`config.mk`:
```
export PLATFORM = sky130hd
export DESIGN_NAME = pw_gate
export DESIGN_NICKNAME = d
export VERILOG_FILES = /design/src/rtl/pw_pkg.sv /design/src/rtl/pw_collect.sv /design/src/rtl/pw_match.sv /design/src/rtl/erase_walk.sv /design/src/rtl/pw_gate.sv
export SDC_FILE = /design/constraint.sdc
export NUM_CORES = 1
export LEC_CHECK = 0
export ABC_CLOCK_PERIOD_IN_PS = 8200
export BUFFER_PORTS_ARGS = -buffer_cell sky130_fd_sc_hd__buf_4
export CAP_MARGIN = 20
export CORE_UTILIZATION = 64
export DETAILED_ROUTE_END_ITERATION = 10
export HOLD_SLACK_MARGIN = 0.15
export PLACE_DENSITY = 0.85
export SETUP_SLACK_MARGIN = 0.5
export SYNTH_ARGS = -nofsm -noshare
export SYNTH_HDL_FRONTEND = slang
export SYNTH_SLANG_ARGS = --single-unit
```
`constraint.sdc`:
```
create_clock -name clk_i -period 8.2 [get_ports clk_i]
set_input_delay 0.41 -clock clk_i [delete_from_list [all_inputs] [get_ports clk_i]]
set_output_delay 0.41 -clock clk_i [all_outputs]
set_load 0.02 [all_outputs]
```
`src/rtl/pw_pkg.sv`:
```
package pw_pkg;
  localparam int PW_BYTES = 8;
  localparam int PW_W     = 8 * PW_BYTES;
  localparam int N_ACCESS = 4;
  localparam int N_PW     = 5;

  typedef enum logic [2:0] {
    SEL_MAIN_RD = 3'd0,
    SEL_MAIN_WR = 3'd1,
    SEL_AUX_RD  = 3'd2,
    SEL_AUX_WR  = 3'd3,
    SEL_RECOVER = 3'd4
  } sel_e;
endpackage

```
`src/rtl/pw_collect.sv`:
```
module pw_collect #(
  parameter int BYTES = 8,
  localparam int W  = 8 * BYTES,
  localparam int CW = $clog2(BYTES + 1)
) (
  input  logic         clk_i,
  input  logic         rst_ni,
  input  logic         clear_i,
  input  logic         start_i,
  input  logic         byte_valid_i,
  input  logic [7:0]   byte_i,
  output logic         active_o,
  output logic         done_o,
  output logic [W-1:0] word_o
);
  logic          active_q;
  logic [CW-1:0] cnt_q;
  logic [W-1:0]  word_q;
  logic          take;

  assign take     = active_q & byte_valid_i;
  assign word_o   = {word_q[W-9:0], byte_i};
  assign done_o   = take && (cnt_q == CW'(BYTES - 1));
  assign active_o = active_q;

  always_ff @(posedge clk_i or negedge rst_ni) begin
    if (!rst_ni) begin
      active_q <= 1'b0;
      cnt_q    <= '0;
      word_q   <= '0;
    end else if (clear_i) begin
      active_q <= 1'b0;
      cnt_q    <= '0;
    end else if (start_i) begin
      active_q <= 1'b1;
      cnt_q    <= '0;
      word_q   <= '0;
    end else if (take) begin
      word_q <= word_o;
      cnt_q  <= cnt_q + 1'b1;
      if (done_o) active_q <= 1'b0;
    end
  end

  AST_CNT_RANGE: assert property (@(posedge clk_i) disable iff (!rst_ni)
    active_q |-> cnt_q < CW'(BYTES)) else $error("byte count overran entry");
  AST_IDLE_AFTER_DONE: assert property (@(posedge clk_i) disable iff (!rst_ni)
    done_o && !clear_i && !start_i |=> !active_o) else $error("entry stayed open");
endmodule

```
`src/rtl/pw_match.sv`:
```
module pw_match #(
  parameter int N = 5,
  parameter int W = 64,
  parameter logic [N*W-1:0] PW_INIT = '0,
  localparam int SW = 3
) (
  input  logic          clk_i,
  input  logic          rst_ni,
  input  logic [SW-1:0] sel_i,
  input  logic [W-1:0]  word_i,
  output logic          hit_o
);
  logic [W-1:0] pw_q [N];

  for (genvar g = 0; g < N; g++) begin : g_pw
    always_ff @(posedge clk_i or negedge rst_ni) begin
      if (!rst_ni) pw_q[g] <= PW_INIT[g*W +: W];
      else         pw_q[g] <= pw_q[g];
    end
  end

  always_comb begin
    hit_o = 1'b0;
    for (int i = 0; i < N; i++)
      if (sel_i == SW'(i) && word_i == pw_q[i]) hit_o = 1'b1;
  end
endmodule

```
`src/rtl/erase_walk.sv`:
```
module erase_walk #(
  parameter int MAIN_DEPTH = 64,
  parameter int AUX_DEPTH  = 16,
  parameter int ADDR_W     = 6,
  localparam int WALK = (MAIN_DEPTH > AUX_DEPTH) ? MAIN_DEPTH : AUX_DEPTH
) (
  input  logic              clk_i,
  input  logic              rst_ni,
  input  logic              start_i,
  output logic              busy_o,
  output logic [ADDR_W-1:0] addr_o,
  output logic              main_we_o,
  output logic              aux_we_o
);
  logic              busy_q;
  logic [ADDR_W-1:0] addr_q;

  always_ff @(posedge clk_i or negedge rst_ni) begin
    if (!rst_ni) begin
      busy_q <= 1'b0;
      addr_q <= '0;
    end else if (busy_q) begin
      if (addr_q == ADDR_W'(WALK - 1)) begin
        busy_q <= 1'b0;
        addr_q <= '0;
      end else begin
        addr_q <= addr_q + 1'b1;
      end
    end else if (start_i) begin
      busy_q <= 1'b1;
      addr_q <= '0;
    end
  end

  assign busy_o    = busy_q;
  assign addr_o    = addr_q;
  assign main_we_o = busy_q && (32'(addr_q) < MAIN_DEPTH);
  assign aux_we_o  = busy_q && (32'(addr_q) < AUX_DEPTH);

  AST_WALK_STEP: assert property (@(posedge clk_i) disable iff (!rst_ni)
    busy_o && $past(busy_o) |-> addr_o == $past(addr_o) + 1'b1) else $error("walk skipped");
  AST_WALK_FROM_ZERO: assert property (@(posedge clk_i) disable iff (!rst_ni)
    $rose(busy_o) |-> addr_o == '0) else $error("walk not from zero");
endmodule

```
`src/rtl/pw_gate.sv`:
```
module pw_gate
  import pw_pkg::*;
#(
  parameter int MAIN_DEPTH = 64,
  parameter int AUX_DEPTH  = 16,
  parameter int MAX_FAILS  = 8,
  parameter int DATA_W     = 8,
  parameter int ADDR_W     = $clog2((MAIN_DEPTH > AUX_DEPTH) ? MAIN_DEPTH : AUX_DEPTH),
  parameter logic [N_PW*PW_W-1:0] PW_INIT = {
    64'h5EC0_7E57_0BAD_F00D, 64'hA5A5_0000_FFFF_1234, 64'h0F0F_3C3C_9696_C3C3,
    64'hFEDC_BA98_7654_3210, 64'h0123_4567_89AB_CDEF}
) (
  input  logic              clk_i,
  input  logic              rst_ni,
  input  logic              cmd_valid_i,
  input  logic              byte_valid_i,
  input  logic [7:0]        data_i,
  input  logic              end_i,
  output logic [3:0]        grant_o,
  output logic              busy_o,
  output logic              locked_o,
  output logic              main_we_o,
  output logic              aux_we_o,
  output logic [ADDR_W-1:0] erase_addr_o,
  output logic [DATA_W-1:0] erase_data_o
);
  localparam int FW = $clog2(MAX_FAILS + 1);

  logic            cmd_ok, end_ok, byte_ok, abort, active, done, hit;
  logic            is_rec, fail_ev, rec_ok, grant_set, erase_start;
  logic [PW_W-1:0] word;
  sel_e            sel_q;
  logic [FW-1:0]   fail_q;
  logic            locked_q;
  logic [3:0]      grant_q;

  assign end_ok  = end_i & ~busy_o;
  assign cmd_ok  = cmd_valid_i & ~end_i & ~busy_o & (data_i <= 8'(SEL_RECOVER));
  assign byte_ok = byte_valid_i & ~cmd_valid_i & ~end_i & ~busy_o;
  assign abort   = active & (cmd_ok | end_ok);

  pw_collect #(.BYTES(PW_BYTES)) u_collect (
    .clk_i, .rst_ni,
    .clear_i(erase_start | end_ok), .start_i(cmd_ok),
    .byte_valid_i(byte_ok), .byte_i(data_i),
    .active_o(active), .done_o(done), .word_o(word)
  );

  pw_match #(.N(N_PW), .W(PW_W), .PW_INIT(PW_INIT)) u_match (
    .clk_i, .rst_ni, .sel_i(sel_q), .word_i(word), .hit_o(hit)
  );

  erase_walk #(.MAIN_DEPTH(MAIN_DEPTH), .AUX_DEPTH(AUX_DEPTH), .ADDR_W(ADDR_W)) u_walk (
    .clk_i, .rst_ni, .start_i(erase_start), .busy_o(busy_o),
    .addr_o(erase_addr_o), .main_we_o(main_we_o), .aux_we_o(aux_we_o)
  );

  assign is_rec      = (sel_q == SEL_RECOVER);
  assign rec_ok      = done & is_rec & hit;
  assign grant_set   = done & ~is_rec & hit & ~locked_q;
  // locked: neither aborts nor misses are counted
  assign fail_ev     = ~locked_q & (abort | (done & ~hit));
  assign erase_start = fail_ev && (fail_q == FW'(MAX_FAILS - 1));

  always_ff @(posedge clk_i or negedge rst_ni) begin
    if (!rst_ni) begin
      sel_q    <= SEL_MAIN_RD;
      fail_q   <= '0;
      locked_q <= 1'b0;
      grant_q  <= '0;
    end else begin
      if (cmd_ok) sel_q <= sel_e'(data_i[2:0]);
      if (erase_start) begin
        fail_q   <= '0;
        locked_q <= 1'b1;
        grant_q  <= '0;
      end else begin
        if (rec_ok) begin
          fail_q   <= '0;
          locked_q <= 1'b0;
        end else if (grant_set) begin
          fail_q            <= '0;
          grant_q[sel_q[1:0]] <= 1'b1;
        end else if (fail_ev) begin
          fail_q <= fail_q + 1'b1;
        end
        if (end_ok) grant_q <= '0;
      end
    end
  end

  assign grant_o      = grant_q;
  assign locked_o     = locked_q;
  assign erase_data_o = '1;

  AST_NO_GRANT_BUSY: assert property (@(posedge clk_i) disable iff (!rst_ni)
    busy_o |-> grant_o == '0) else $error("grant while erasing");
  AST_LOCK_NO_GRANT: assert property (@(posedge clk_i) disable iff (!rst_ni)
    locked_o |-> grant_o == '0) else $error("grant while locked");
  AST_FAIL_BOUND: assert property (@(posedge clk_i) disable iff (!rst_ni)
    fail_q < FW'(MAX_FAILS)) else $error("fail count overflow");
  AST_ERASE_ON_LIMIT: assert property (@(posedge clk_i) disable iff (!rst_ni)
    erase_start |=> busy_o && locked_o) else $error("limit without erase");
  AST_END_CLEARS: assert property (@(posedge clk_i) disable iff (!rst_ni)
    end_ok |=> grant_o == '0) else $error("end left a grant");
  AST_BUSY_FREEZE: assert property (@(posedge clk_i) disable iff (!rst_ni)
    busy_o && $past(busy_o) |-> $stable(locked_o)) else $error("lock moved while busy");
endmodule

```
Yosys cells after proc, flatten, opt, wreduce, memory -nomap -nowiden:

Cells that the tools add are included.

* add/subtract/negate cells: 3
* reduce and logical (&&, ||, !) cells: 20
* bitwise operators: 27
* mux-type cells: 32
* magnitude comparators: 4
* equal/unequal tests: 13

Operator list (number)
* $eq 64x64->1 const B: 2
* $mux 56: 2
* $eq 64x57->1 const B: 1
* $eq 64x60->1 const B: 1
* $eq 64x63->1 const B: 1
* $mux 4: 11
* $mux 6: 3
* $and 1x1->1: 16
* $mux 1: 15
* $logic_and 1x1->1: 9
* $reduce_bool 3->1: 3
* $add 4x1->4 const B: 2
* $eq 4x3->1 const B: 2
* $le 8x3->1 const B: 1
* $not 1->1: 7
* $add 6x1->6 const B: 1
* $eq 3x2->1 const B: 2
* $eq 6x6->1 const B: 1
* $lt 6x5->1 const B: 1
* $reduce_and 2->1: 3
* $reduce_bool 2->1: 3
* $or 4x4->4: 1
* $reduce_bool 4->1: 1
* $eq 3x1->1 const B: 1
* other kinds (7): 9

* bits in registers: 80
* logic and storage cells: 108
* output and inout port bits: 22

Depth between registers and ports, before layout:

Gate-level depths: netlist of the first run.

* depth in word-level cells: 15
* depth in mapped cells: 9
* gate-level depth less buffers: 7

By module:

From an unflattened synthesis of the first run, not the netlist that was laid out.

* cells, all modules: 348
* area, all modules: 3962.6 um^2

By module, submodules not included
* pw_collect: seq. area each 1526.5 um^2, cells an instance 160, area each 2304.7 um^2, instances 1
* pw_gate: seq. area each 300.3 um^2, cells an instance 76, area each 777.0 um^2, instances 1
* pw_match: seq. area each 0.0 um^2, cells an instance 73, area each 535.5 um^2, instances 1
* erase_walk: seq. area each 175.2 um^2, cells an instance 39, area each 345.3 um^2, instances 1

Worst setup path after synthesis of the first run:

Ideal clock, no wire load.

* path type: reg-to-reg
* start: register u_walk.busy_q, in the netlist u_walk.busy_o
* end: register u_collect.word_q[2]
* stages on the path, launching flop included: 9
* required time: 8.073 ns
* setup time: 0.127 ns
* arrival: 2.654 ns
* setup slack: 5.419 ns
* cells stage by stage: dfrtp_1 -> clkbuf_1 -> nor4b_1 -> nand4_1 -> a221o_1 -> o31a_4 -> o22ai_2 -> buf_6 -> mux2_1

* cells in the longest elaborated chain, start to end: 11
* elaborated cells between the ends (all ways): 18

Ends and longest elaborated chain
* from (decl): line erase_walk.sv:15 `logic busy_q;`
* from (signal assigned): line erase_walk.sv:20 `busy_q <= 1'b0;`
* from (signal assigned): line erase_walk.sv:24 `busy_q <= 1'b0;`
* from (signal assigned): line erase_walk.sv:30 `busy_q <= 1'b1;`
* $not 1->1 (*): line pw_gate.sv:37, pw_gate.sv:38, pw_gate.sv:39
* $and 1x1->1, on equally long branches: line pw_gate.sv:38, pw_gate.sv:39
* $and 1x1->1, on equally long branches: line pw_gate.sv:38, pw_collect.sv:21
* $or 1x1->1 / $logic_and 1x1->1 (equally long branches): line pw_gate.sv:40, pw_collect.sv:23
* $and 1x1->1, on equally long branches: line pw_gate.sv:40, pw_gate.sv:62
* $or 1x1->1: line pw_gate.sv:62 `assign fail_ev = ~locked_q & (abort | (done & ~hit));`
* $and 1x1->1: line pw_gate.sv:62
* $logic_and 1x1->1: line pw_gate.sv:63 `assign erase_start = fail_ev && (fail_q == FW'(MAX_FAILS - 1));`
* $or 1x1->1: line pw_gate.sv:44 `.clear_i(erase_start | end_ok), .start_i(cmd_ok),`
* $not 1->1 (no line)
* $reduce_and 2->1 (no line)
* to (signal assigned): line pw_collect.sv:39 `word_q <= word_o;`
* to (decl): line pw_collect.sv:18 `logic [W-1:0] word_q;`

Mark *: on every way between the ends. The rest lies on a longest branch, timed or not.
A chain may end at the register's enable or synchronous reset.

Worst setup path in the final report of the first run:

* start: register u_walk.busy_q, in the netlist u_walk.busy_o
* end: register u_collect.word_q[7]

Same word-level chain as after synthesis.

==> results by group, run 1 <==
Placed design
  – IO buf count: 26
  – Area after DPL: 4130 um^2
  – Hpwl dp: about 6000 um
  – Gpl congestion: approximately 0.92

Worst setup path
  – Worst setup path class: reg -> reg
  – Worst Path Max Fanout: 56
  – Startpoint types: register
  – Register-to-Register Path Depth: 7
  – CP Capture Type: register
  – CP Depth: 7
  – Critical path's top delay family: simple AND/OR/NAND/NOR gates
  – Worst EP arrival: approximately 3700 ps
  – Crit-path slowest cell: nor4b_1
  – Critical Path RT: about 8500 ps
  – Buf+Inv Stages, Crit Path: 1
  – Critical-path cell list: nor4b_1 -> nand4_1 -> a221o_1 -> o31a_4 -> o22ai_4 -> buf_4 -> mux2_1
  – Largest stage delay, worst path: around 570 ps

Yosys
  – Synthesized cell area: between 3000 and 4000 um^2
  – Ys Warns: 0
  – Async SR Flop Fraction: 1.00
  – Cell count after synthesis: 348
  – EDFF count, synth: 0
  – Number of synthesized register bits: 80
  – Post-Syn Area per Cell: around 11 um^2
  – Ys flop type: dfrtp_1
  – Yosys cell types: 59
  – Register area share after synthesis: 0.509

Power and ir drop
  – VDD IR max: 0.000178 V
  – P per Cell Area: around 170 nW/um^2
  – Total power: 0.000747 W
  – Leakage power: roughly 2.0 nW

CTS
  – Post-CTS setup buffer count: 0
  – CTS max path bufs: 2
  – Sink Count: 80
  – CTS tree: done
  – Clk_lat worst skew: 360 ps
  – H-tree lvl count: 3
  – Reg clk slew, reported paths: 80 ps
  – Clock tree root buffer cell: clkbuf_8
  – Total CTS buffers: 9

Floorplanning
  – Die Ht: 80.4 um
  – Cell Rows: 28
  – Initial core utilization: 0.664
  – DIE AREA: 6460 um^2
  – # IOs: 35
  – Die span in x: 80.4 um
  – Core area: between 5000 and 6000 um^2

GRT
  – Global Route Usage Sum: 0.300
  – Grt met1 use: 0.443
  – Most used routing layer: met1
  – Gr ovfl total: 0
  – Grt met2 use: 0.424
  – Initial antenna violation count: 0
  – First-pass GRT wire length: ~14000 um
  – Vias in the first global route: 2792
  – Met3 Resource Use GR: 0.0602
  – Largest net degree at the start of global routing: 81

STA
  – Final Hold Fails: 0
  – Headroom to the max-slew limit: 0.558
  – Max frequency: a little under 300 MHz
  – Total negative slack: 0 ps
  – Slew @ Worst Pin: 655 ps
  – Tcrit/Tclk final: 0.422
  – Final slew viol count: 0
  – Minimum clock period: 3460 ps
  – RSZ-0062 raised after global routing: no
  – Clock Skew: 6.38 ps
  – Setup Viol. Count Final: 0

Route
  – DR vias: 3048
  – Detail Route Antenna Nets: 0
  – Wire length per cell: between 15 and 20 um
  – DRT iter0 DRCs: 291
  – # DRC: 0
  – Final wirelength: 8840 um
  – Vias/cell: slightly below 7
  – First-pass detailed-route iteration total: 5

Final layout
  – Finished Cell Area: 4390 um^2
  – Area grow syn2layout: 11.8%
  – Nets: 388
  – Antenna cells: 0
  – Share of layout cells above drive strength 1: 0.149

Status
  – Status: finished, final reports clean

Min path
  – HP Class: in -> reg
  – Hold Path Stages: 2

Job
  – Max-cap violations: 0
-- power by group --
part           leakage, nW  switching (W)  internal, W   total, W
Clock                0.113       0.000149     0.000181   0.000330
Sequential            1.09    0.000000298     0.000394   0.000395
Combinational        0.806      0.0000156   0.00000682  0.0000224
Total                 2.00       0.000165     0.000583   0.000747
-- registers in the layout, summed over array words and instances (netlist names) --
name                count
u_collect.word_q       56
u_walk.addr_o           6
fail_q                  4
grant_o                 4
u_collect.cnt_q         4
sel_q                   3
locked_o                1
u_collect.active_o      1
u_walk.busy_o           1
-- Yosys cell counts, drive strengths merged (3+ instances only) --
master,count,share of area
dfrtp,80,0.51
a22o,53,0.12
nor2,24,0.023
buf,19,0.038
nand2,16,0.015
nor4,10,0.020
o21ai,10,0.013
nand3,9,0.011
nand4,9,0.014
nor3,9,0.011
mux2,7,0.020
a21oi,6,0.0095
nand4b,6,0.013
nor2b,6,0.0095
nor4b,6,0.013
clkbuf,5,0.0048
nor3b,5,0.0095
nor4bb,5,0.013
or4,5,0.011
inv,4,0.0038
or4bb,4,0.011
and3,3,0.0048
and4,3,0.0067
ha,3,0.0095
nand3b,3,0.0057
xor2,3,0.0067
-- kinds of logic (layout without fill, tap and decap cells) --
family	after synthesis	in the layout	synth area share
fa+ha+maj	3	3	0.00955
xor+xnor	5	5	0.0111
buf+inv	28	50	0.0465
simple gates	134	134	0.213
mux	7	7	0.0200
flops	80	80	0.509
other cells	1	8	0.000954
compound gates	90	90	0.190
-- cell type report --
| type | instances | area, um^2 |
|---|---|---|
| clock buffer | 10 | 138 |
| clock inverter | 6 | 90.1 |
| fill | 415 | 1530 |
| inverter | 4 | 15.0 |
| multi-input combinational | 247 | 1790 |
| sequential | 80 | 2000 |
| tap | 75 | 93.8 |
| timing repair buffer | 30 | 268 |
-- stage by stage --
step,std cells,hold slack [ps],setup slack (ps),util
5_1_grt,452,288,4660,0.742
6_report,452,286,4740,0.742
3_3_place_gp,433,504,4600,0.693
3_5_place_dp,434,517,4840,0.697
4_1_cts,450,246,4810,0.736
2_1_floorplan,355,114,5420,-
-- layer usage --
metal | part of all wire | wire (um)
met3 | 0.067 | 595
met5 | 0 | 0
met2 | 0.44 | 3900
met4 | 0.030 | 266
met1 | 0.46 | 4080
-- final timing paths --
kind                               startpoint              endpoint  slack [ps]
min in group asynchronous              rst_ni  u_collect.word_q[46]         390
worst min-delay path                data_i[6]   u_collect.word_q[6]         290
worst max-delay path            u_walk.busy_o   u_collect.word_q[7]        4740
worst max register to register  u_walk.busy_o   u_collect.word_q[7]        4740
max in group asynchronous              rst_ni   u_collect.word_q[6]        7250
worst min register to register     grant_o[3]            grant_o[3]         530
-- cells in the final DEF (no fill, tap or decap), types with 3 or more instances in the layout --
cell type and instances:
o21ai_0 10, nand4b_1 6, nor3b_1 5, ha_1 3
nor4_1 9, nand4_1 9, inv_1 4, buf_4 27
nor4bb_1 5, nand2_1 16, dfrtp_1 80, clkbuf_8 10
nor2b_1 6, nor4b_1 6, a22o_1 53, nor2_1 24
or4bb_1 4, nand3b_1 3, nor3_1 9, or4_1 4
a21oi_1 4, and4_1 3, xor2_1 3, conb_1 8
mux2_1 6, nand3_1 9, and3_1 3
-- what timing repair did --
item | in CTS | in global routing
endpoints found under the hold margin | 0 | 5
gates resized for setup | 0 | 0
hold buffers | 0 | 1
Note: power is estimated with default switching activity, not from simulation.
==> run 2, diff against run 1 <==
ABC_CLOCK_PERIOD_IN_PS = 3400   (was 8200)
CORE_UTILIZATION = 59   (was 64)
PLACE_DENSITY = 0.79   (was 0.85)
clock period = 3.4 ns   (was 8.2 ns; I/O delays follow)
==> results by group, run 2 (synthesis results as in run 1) <==
GRT
  – Initial antenna violation count: 0
  – Global Route Usage Sum: 0.299
  – First-pass GRT wire length: 16200 um
  – Gr ovfl total: 0
  – Vias in the first global route: between 3k and 4k
  – Largest net degree at the start of global routing: 81

Route
  – Vias/cell: around 6.9
  – First-pass detailed-route iteration total: 5
  – Final wirelength: 10400 um
  – DR vias: 3317
  – Detail Route Antenna Nets: 0
  – Wire length per cell: 21.4 um
  – # DRC: 0
  – DRT iter0 DRCs: 398

Final layout
  – Finished Cell Area: 4760 um^2
  – Nets: about 420
  – Reg with most FFs: u_collect.word_q
  – Share of layout cells above drive strength 1: 0.221
  – Largest register FFs: 56
  – Antenna cells: 0
  – Area grow syn2layout: 21.0%
  – FILL cells: 421
  – Commonest non-fill, non-tap cell in the layout: dfrtp_1
  – Most frequent cells in the layout: dfrtp_1 (78), a22o_1 (53), buf_4 (42)

Worst setup path
  – Worst Path Max Fanout: 9
  – Startpoint types: register
  – CP endpoint: u_collect.word_q[49]
  – Worst EP arrival: 3180 ps
  – Largest stage delay, worst path: 500 ps
  – Worst reg2reg endpoint: u_collect.word_q[49]
  – Crit-path slowest cell: nor3b_1
  – CP Capture Type: register
  – R2R Setup Slk: 470 ps
  – Critical Path RT: between 3000 and 4000 ps
  – Reg2reg start: u_collect.word_q[31]
  – Register-to-Register Path Depth: 8
  – CP startpoint: u_collect.word_q[31]
  – Critical-path cell list: nor3b_1 -> nand4_1 -> nor4_2 -> a221o_1 -> o31a_4 -> o22ai_4 -> clkbuf_16 -> a22o_1
  – Worst setup path class: reg -> reg

Power and ir drop
  – Leakage power: 2.18 nW
  – P per Cell Area: ~370 nW/um^2
  – VDD IR max: 0.000319 V

Placed design
  – Area after DPL: 4170 um^2
  – IO buf count: 26
  – Gpl congestion: 0.958
  – Hpwl dp: 6400 um

Floorplanning
  – Die Ht: 83.6 um
  – Initial core utilization: 0.616
  – Cell Rows: 29
  – Die span in x: 83.6 um
  – # IOs: 35
  – Core area: 6390 um^2
  – DIE AREA: about 7000 um^2

CTS
  – H-tree lvl count: 3
  – CTS max path bufs: 2
  – Reg clk slew, reported paths: 80 ps
  – Clock tree root buffer cell: clkbuf_8
  – Clk_lat worst skew: 350 ps
  – Sink Count: 80
  – CTS tree: done
  – Total CTS buffers: 9

STA
  – Final Hold Fails: 0
  – Headroom to the max-slew limit: 0.452
  – Total negative slack: 0 ps
  – Tcrit/Tclk final: 0.863
  – Final slew viol count: 0
  – Setup Viol. Count Final: 0
  – Minimum clock period: 2930 ps
  – Clock Skew: 7.73 ps
  – RSZ-0062 raised after global routing: no
  – Slew @ Worst Pin: 810 ps
  – Max frequency: around 340 MHz

Min path
  – HP Class: in -> async

Job
  – Max-cap violations: 0

Status
  – Status: finished, final reports clean
run 2: power by group:
group	switching, W	internal, W
registers	0.000000701	0.000951
logic	0.0000414	0.0000228
clock network	0.000351	0.000400
total	0.000393	0.00137
run 2: how the worst min path moves through the flow:
stage | end | slack, ps | startpoint | depth (start not counted)
3_3_place_gp | u_collect.word_q[52] | 390 | rst_ni | 1
4_1_cts | u_collect.active_o | 190 | data_i[6] | 4
5_1_grt | u_collect.word_q[44] | 190 | rst_ni | 2
6_report | u_collect.word_q[44] | 190 | rst_ni | 2
2_1_floorplan | fail_q[0] | -130 | rst_ni | 0
3_5_place_dp | u_collect.word_q[52] | 390 | rst_ni | 1
run 2: area by class of cell:
cell class,count,area [um^2],area share
clock buffers,12,165,0.0347
clock inverters,4,51.3,0.0108
inverters,4,15.0,0.00316
multi-input cells,250,1880,0.396
flip-flops and latches,80,2000,0.421
well taps,77,96.3,0.0203
repair buffers,57,543,0.114
run 2: critical path, delay by kind of cell, from the launching register on:
kind / cells / cell delay (ps)
and+or+nand+nor: 3 / 1220
AOI/OAI and AO/OA: 4 / 910
DFF: 1 / 450
buffers and inverters: 1 / 230
run 2: stage by stage:
step / cells / util / hold WS [ps] / total power, W / worst slack, ps
after CTS: 471 / 0.712 / 192 / 0.00176 / 512
after global routing: 484 / 0.745 / 187 / 0.00182 / 462
final: 484 / 0.745 / 188 / 0.00177 / 466
after detailed placement: 441 / 0.654 / 393 / 0.00102 / 281
after global placement: 441 / 0.654 / 386 / 0.00102 / 328
after floorplan: 355 / - / -126 / 0.000991 / 619
run 2: per-layer routing:
layer / wire [um] / global-route usage / part of all wire / vias to the layer above
li1: - / - / - / 1453
met1: 4350 / 0.424 / 0.42 / 1597
met2: 4610 / 0.446 / 0.44 / 219
met3: 953 / 0.0554 / 0.092 / 48
met4: 444 / 0.145 / 0.043 / 0
met5: 0 / 0 / 0 / -
run 2: repair_timing:
item / in CTS / in global routing
endpoints found under the setup margin: 56 / 60
pin swaps: 3 / 7
buffers inserted: 3 / 9
hold endpoints to repair: 90 / 0
hold buffers: 9 / 0
gates cloned: 2 / 3
resized for setup: 2 / 13
